[src/rtl/xcvr_pkg.sv]
package xcvr_pkg;
  localparam int unsigned HALF_W_DEF = 9;
  localparam int unsigned HALVES_DEF = 2;
endpackage

[src/rtl/xcvr_cell.sv]
module xcvr_cell #(
  parameter int unsigned W = 9
) (
  input  logic         clk_i,
  input  logic         rst_ni,
  input  logic         le_i,
  input  logic         dclk_i,
  input  logic [W-1:0] d_i,
  output logic [W-1:0] q_o,
  output logic [W-1:0] data_o
);
  logic         dclk_q;
  logic [W-1:0] q;
  logic         rise;

  assign rise = dclk_i & ~dclk_q;

  always_ff @(posedge clk_i or negedge rst_ni) begin
    if (!rst_ni) begin
      dclk_q <= 1'b0;
      q      <= '0;
    end else begin
      dclk_q <= dclk_i;
      // transparent phase tracks input so the value at latch close is kept
      if (le_i || rise) q <= d_i;
    end
  end

  assign q_o    = q;
  assign data_o = le_i ? d_i : q;

  assert_hold_R2: assert property (@(posedge clk_i) disable iff (!rst_ni)
    (!le_i && !dclk_i) |=> $stable(q));

  assert_capture_R3: assert property (@(posedge clk_i) disable iff (!rst_ni)
    (!le_i && $rose(dclk_i)) |=> (q == $past(d_i)));

  assert_open_store_R4: assert property (@(posedge clk_i) disable iff (!rst_ni)
    le_i |=> (q == $past(d_i)));
endmodule

[src/rtl/xcvr_path.sv]
module xcvr_path #(
  parameter int unsigned HALF_W = xcvr_pkg::HALF_W_DEF,
  parameter int unsigned HALVES = xcvr_pkg::HALVES_DEF,
  localparam int unsigned W     = HALF_W * HALVES
) (
  input  logic              clk_i,
  input  logic              rst_ni,
  input  logic [HALVES-1:0] le_i,
  input  logic [HALVES-1:0] dclk_i,
  input  logic [HALVES-1:0] oe_ni,
  input  logic [W-1:0]      d_i,
  input  logic              test_i,
  input  logic [W-1:0]      force_i,
  output logic [W-1:0]      data_o,
  output logic [W-1:0]      en_o
);
  for (genvar h = 0; h < HALVES; h++) begin : g_half
    logic [HALF_W-1:0] cell_q;
    logic [HALF_W-1:0] cell_data;

    xcvr_cell #(.W(HALF_W)) i_cell (
      .clk_i  (clk_i),
      .rst_ni (rst_ni),
      .le_i   (le_i[h]),
      .dclk_i (dclk_i[h]),
      .d_i    (d_i[h*HALF_W +: HALF_W]),
      .q_o    (cell_q),
      .data_o (cell_data)
    );

    assign data_o[h*HALF_W +: HALF_W] = test_i ? force_i[h*HALF_W +: HALF_W] : cell_data;
    assign en_o[h*HALF_W +: HALF_W]   = {HALF_W{~oe_ni[h]}};

    assert_transparent_R1: assert property (@(posedge clk_i) disable iff (!rst_ni)
      (le_i[h] && !test_i) |-> (data_o[h*HALF_W +: HALF_W] == d_i[h*HALF_W +: HALF_W]));

    assert_enable_R5: assert property (@(posedge clk_i) disable iff (!rst_ni)
      oe_ni[h] |-> (en_o[h*HALF_W +: HALF_W] == '0));

    assert_closed_out_R2: assert property (@(posedge clk_i) disable iff (!rst_ni)
      (!le_i[h] && !test_i) |-> (data_o[h*HALF_W +: HALF_W] == cell_q));
  end

  assert_force_R8: assert property (@(posedge clk_i) disable iff (!rst_ni)
    test_i |-> (data_o == force_i));
endmodule

[src/rtl/bus_xcvr_top.sv]
module bus_xcvr_top #(
  parameter int unsigned HALF_W = xcvr_pkg::HALF_W_DEF,
  parameter int unsigned HALVES = xcvr_pkg::HALVES_DEF,
  localparam int unsigned W     = HALF_W * HALVES
) (
  input  logic              clk_i,
  input  logic              rst_ni,
  input  logic [W-1:0]      a_i,
  input  logic [W-1:0]      b_i,
  input  logic [HALVES-1:0] ab_le_i,
  input  logic [HALVES-1:0] ab_clk_i,
  input  logic [HALVES-1:0] ab_oe_ni,
  input  logic [HALVES-1:0] ba_le_i,
  input  logic [HALVES-1:0] ba_clk_i,
  input  logic [HALVES-1:0] ba_oe_ni,
  input  logic              test_mode_i,
  input  logic [W-1:0]      test_a_i,
  input  logic [W-1:0]      test_b_i,
  output logic [W-1:0]      b_o,
  output logic [W-1:0]      b_en_o,
  output logic [W-1:0]      a_o,
  output logic [W-1:0]      a_en_o
);
  xcvr_path #(.HALF_W(HALF_W), .HALVES(HALVES)) i_ab (
    .clk_i   (clk_i),
    .rst_ni  (rst_ni),
    .le_i    (ab_le_i),
    .dclk_i  (ab_clk_i),
    .oe_ni   (ab_oe_ni),
    .d_i     (a_i),
    .test_i  (test_mode_i),
    .force_i (test_b_i),
    .data_o  (b_o),
    .en_o    (b_en_o)
  );

  xcvr_path #(.HALF_W(HALF_W), .HALVES(HALVES)) i_ba (
    .clk_i   (clk_i),
    .rst_ni  (rst_ni),
    .le_i    (ba_le_i),
    .dclk_i  (ba_clk_i),
    .oe_ni   (ba_oe_ni),
    .d_i     (b_i),
    .test_i  (test_mode_i),
    .force_i (test_a_i),
    .data_o  (a_o),
    .en_o    (a_en_o)
  );

  assert_b_to_a_enable_R6: assert property (@(posedge clk_i) disable iff (!rst_ni)
    (ba_oe_ni == '0) |-> (a_en_o == '1));
endmodule

[config.mk]
export PLATFORM = sky130hd
export DESIGN_NAME = bus_xcvr_top
export DESIGN_NICKNAME = d
export VERILOG_FILES = /design/src/rtl/xcvr_pkg.sv /design/src/rtl/xcvr_cell.sv /design/src/rtl/xcvr_path.sv /design/src/rtl/bus_xcvr_top.sv
export SDC_FILE = /design/constraint.sdc
export NUM_CORES = 1
export LEC_CHECK = 0
export CAP_MARGIN = 10
export CORE_ASPECT_RATIO = 1.2
export CORE_MARGIN = 2
export CORE_UTILIZATION = 42
export CTS_BUF_LIST = sky130_fd_sc_hd__clkbuf_16
export DETAILED_ROUTE_END_ITERATION = 8
export PLACE_DENSITY = 0.88
export SYNTH_ARGS = -nofsm -noshare
export SYNTH_HDL_FRONTEND = slang
export SYNTH_HIERARCHICAL = 1
export SYNTH_SLANG_ARGS = --single-unit
[constraint.sdc]
create_clock -name clk_i -period 1.8 [get_ports clk_i]
set_input_delay 0.36 -clock clk_i [delete_from_list [all_inputs] [get_ports clk_i]]
set_output_delay 0.36 -clock clk_i [all_outputs]
set_load 0.1 [all_outputs]
==> Yosys cells after proc, flatten, opt, wreduce, memory -nomap -nowiden <==
Cells that the tools add are included.
Widths: inputs -> output; s select.
{ "word_totals": {"reg_bits": 40, "inputBits": 87, "out_inout_bits": 72, "elab_cells": 32} }
{ "op_classes": {"muxes": 8, "bitwise_logic": 12, "n_reduce_logical": 4} }
{ "op_table": {"columns": ["op", "count"], "rows": [
  ["$mux 9", 8],
  ["$not 1->1", 8],
  ["$and 1x1->1", 4],
  ["$logic_or 1x1->1", 4]
]} }

==> Longest topological paths before layout <==
{ "logic_depth": {"depth_word": 3, "mapped_depth": 3, "mapped_depth_nobuf": 3} }

==> Hierarchy <==
The synthesis kept the hierarchy.
{ "modules_own_cells": {"columns": ["module", "instances", "cells_each", "area_each_um2", "seq_area_each_um2"], "rows": [
  ["xcvr_cell", 4, 31, 484.2, 250.2],
  ["xcvr_path", 2, 38, 399.1, 0.0]
]} }

==> Least setup slack after synthesis <==
OpenSTA, ideal clock, no wires.
{ "synth_timing": {"path_type": "input -> output", "from": "input port ba_oe_ni[1]", "to": "output port a_en_o[10]", "arrival_ps": 1484, "t_required_ps": 1440, "path_slack_ps": -44, "stages": 2, "path_buffers": 1, "path_cell_list": "inv_1 -> buf_4"} }
{ "synth_via": {"elab_chain_cells": 1} }
{ "synth_rtl": {"columns": ["element", "line", "text"], "rows": [
  ["start: declaration", "bus_xcvr_top.sv:15", "input logic [HALVES-1:0] ba_oe_ni,"],
  ["$not 1->1", "xcvr_path.sv:32", "assign en_o[h*HALF_W +: HALF_W] = {HALF_W{~oe_ni[h]}};"],
  ["end: declaration", "bus_xcvr_top.sv:22", "output logic [W-1:0] a_en_o"]
]} }
No other way between the ends.

==> Worst setup path after layout <==
{ "layout_timing": {"from": "input port ba_le_i[0]", "to": "output port a_o[1]"} }
{ "layout_via": {"elab_chain_cells": 2} }
{ "layout_rtl": {"columns": ["element", "line", "text"], "rows": [
  ["start: declaration", "bus_xcvr_top.sv:13", "input logic [HALVES-1:0] ba_le_i,"],
  ["$mux 9", "xcvr_cell.sv:30", "assign data_o = le_i ? d_i : q;"],
  ["named net i_ba.g_half[0].cell_data[1]", "xcvr_path.sv:19", "logic [HALF_W-1:0] cell_data;"],
  ["$mux 9", "xcvr_path.sv:31", "assign data_o[h*HALF_W +: HALF_W] = test_i ? force_i[h*HALF_W +: HALF_W] : cell_data;"],
  ["end: declaration", "bus_xcvr_top.sv:21", "output logic [W-1:0] a_o,"]
]} }
The timed path passes the listed nets, and every way through them passes these cells.

==> impl_metrics.tcl <==
set metrics [dict create \
    outcome "completed" \
    die-area_sq_um 7180 \
    ant_nets 0 \
    rsz0062_at_grt "no" \
    place.gp.congestion 0.683 \
    r2r-start "i_ab/g_half[0].i_cell/dclk_q" \
    yosysSeqAreaShare_pct 36.6 \
    cp.arrival_ns 1.41 \
    netlist_area_sq_um 2740 \
    io_buffers 158 \
    synthTopCellsByArea "dfrtp_1 (37%), mux2_2 (36%), mux2_4 (11%)" \
    track_usage_pct 21.3 \
    r2r_slack_ns 0.58 \
    ys_ff_latch 40 \
    tritoncts "done" \
    dp_hpwl_um 5880 \
    syn_inst 200 \
    fin_skew_ns 0.00367 \
    syn_to_final_growth_pct 94.0 \
    path_max_fanout 5 \
    die_w_um 77.7 \
    yosys_warnings 6 \
    switching_share_pct 39.1 \
    coreArea_sq_um 6370 \
    cts_sinks 40 \
    critPathLaunchType "input port" \
    drive_gt1_share_pct 64.2 \
    r2r_end "i_ab/g_half[0].i_cell/q_o[8]" \
    antenna_cells 0 \
    post-route-min-period_ns 1.77 \
    final_common_cell "buf_12" \
    fmax_mhz 565 \
    grt_pass1_vias 2432 \
    grt_max_degree 24 \
    clock_path_buffers 2 \
    hold_viol 0 \
    path_class "input port to output pin" \
    cts_root_buf "clkbuf_16" \
    net-switching-power_mw 1.66 \
    placement_rows 32 \
    antenna_found_initial 0 \
    post-route-drc-count 0 \
    drtIter0Drc 71 \
    fillers 314 \
    clock_latency_ns 0.27 \
    drv_slew 0 \
    synth_area_per_cell_sq_um 13.7 \
    relSlewSlack_pct 66.1 \
    cts_setup_buffers 0 \
    dr.pass1.iters 4 \
    setup_viol 0 \
    leakagePower_nw 2.43 \
    die_y_um 92.4 \
    ir_drop_v 0.000555 \
    pwr_density_cell_nw_per_um2 802 \
    wl_met2_um 4160 \
    grt_pass1_wl_um 12200 \
    cap_violations 0 \
    synth_top_cell_by_area "dfrtp_1" \
    vias_per_cell 4.76 \
    synth_nets 287 \
    p_int_mw 2.59 \
    ys_types 8 \
    gr-total-overflow 0 \
    drt-met1-wl_um 2630 \
    top_layer_used "met4" \
    htree_levels 2 \
    crit_path_end_kind "output pin" \
    power_mw 4.25 \
    reg2regPathDepth 3 \
    pwr-share-seq_pct 24.2 \
    yosys.area.top_type_share_pct 36.6 \
    p_clk_share_pct 23.0 \
    clk_pin_slew_ns 0.06 \
    whs_ns 0.0463 \
    cts_made_buffers 5 \
    io_pins 159 \
    wl_met3_um 564 \
    start_util_pct 43.0 \
    wirelength_um 7460 \
    tightest_slew_ns 0.508 \
    timing.final.crit_share_pct 98.4 \
    fin_nets 435 \
    regArea_sq_um 1000 \
    min_path_type "input port to async pin" \
    mostFrequentLayoutCells "buf_12 (79), mux2_2 (61), mux2_4 (47)" \
    required_ns 1.44 \
    route.vias.total 2064 \
    p_comb_share_pct 52.8 \
    wl_per_cell_um 17.2 \
    multi_input_area_sq_um 1460 \
]
## final cells by class
| cell class | instances | area share, % |
|---|---|---|
| clock inverters | 3 | 0.731 |
| multi-input cells | 112 | 27.5 |
| flip-flops and latches | 40 | 18.9 |
| well taps | 85 | 2.00 |
| repair buffers | 181 | 47.7 |
| inverters | 8 | 0.849 |
| clock buffers | 5 | 2.36 |
## how the worst max path moves through the flow
stage	end	cells after the start	from	slack [ns]
CTS	b_o[6]	5	ab_le_i[0]	0.001
floorplan	a_o[0]	3	ba_le_i[0]	0.16
global route	b_o[13]	5	ab_le_i[1]	0.003
finish	a_o[1]	5	ba_le_i[0]	0.03
detailed placement	b_o[12]	5	ab_le_i[1]	-0.39
global placement	a_o[0]	5	ba_le_i[0]	-0.37
## logic make-up after synthesis
group / after synthesis / share of synthesized area [%]
multiplexers: 108 / 47.2
buffers and inverters: 48 / 13.8
flip-flops: 40 / 36.6
AO/OA/AOI/OAI: 4 / 2.38
## synth_stat cells
library cell and n:
a21oi_4 4, mux2_2 88, buf_12 2, buf_4 32, dfrtp_1 40, buf_6 6, mux2_4 20, inv_1 8
## metal layers
metal,vias to the layer above,global-route usage [%]
met4,0,5.65
li1,968,-
met5,-,0
met3,10,5.95
met1,995,22.9
met2,91,40.4
## worst max-delay path: stages
cell	delay (ns)
buf_2	0.12
buf_6	0.14
mux2_2	0.34
mux2_4	0.29
buf_12	0.17
## timing repair
action / in CTS / in global routing
setup endpoints to repair: 36 / 9
gates cloned: 2 / 0
hold buffers: 0 / 0
resized for setup: 87 / 2
pin swaps: 0 / 0
## state kept, by name, indices dropped and copies added, names as in the netlist
| signal | count |
|---|---|
| i_ab/g_half.i_cell/dclk_q | 2 |
| i_ba/g_half.i_cell/q_o | 18 |
| i_ba/g_half.i_cell/dclk_q | 2 |
| i_ab/g_half.i_cell/q_o | 18 |
## power groups by stage
stage,Clock [mW],Sequential (mW),Combinational (mW)
floorplan,0,1.03,1.38
global placement,0,1.03,2.18
detailed placement,0,1.04,2.22
CTS,0.997,1.03,2.26
global route,1.04,1.04,2.32
finish,0.977,1.03,2.25
## metrics by stage
stage	setup WS [ns]	area (sq um)	std cells	utilization (%)	TNS, ns
final	0.0288	5310	434	83.4	0
after CTS	0.00114	5300	434	83.3	0
after global placement	-0.371	5050	424	79.3	-12.42
after floorplan	0.159	2750	200	-	0
after global routing	0.00285	5310	434	83.4	0
after detailed placement	-0.395	5050	424	79.3	-13.09
(Power assumes the default switching activity.)
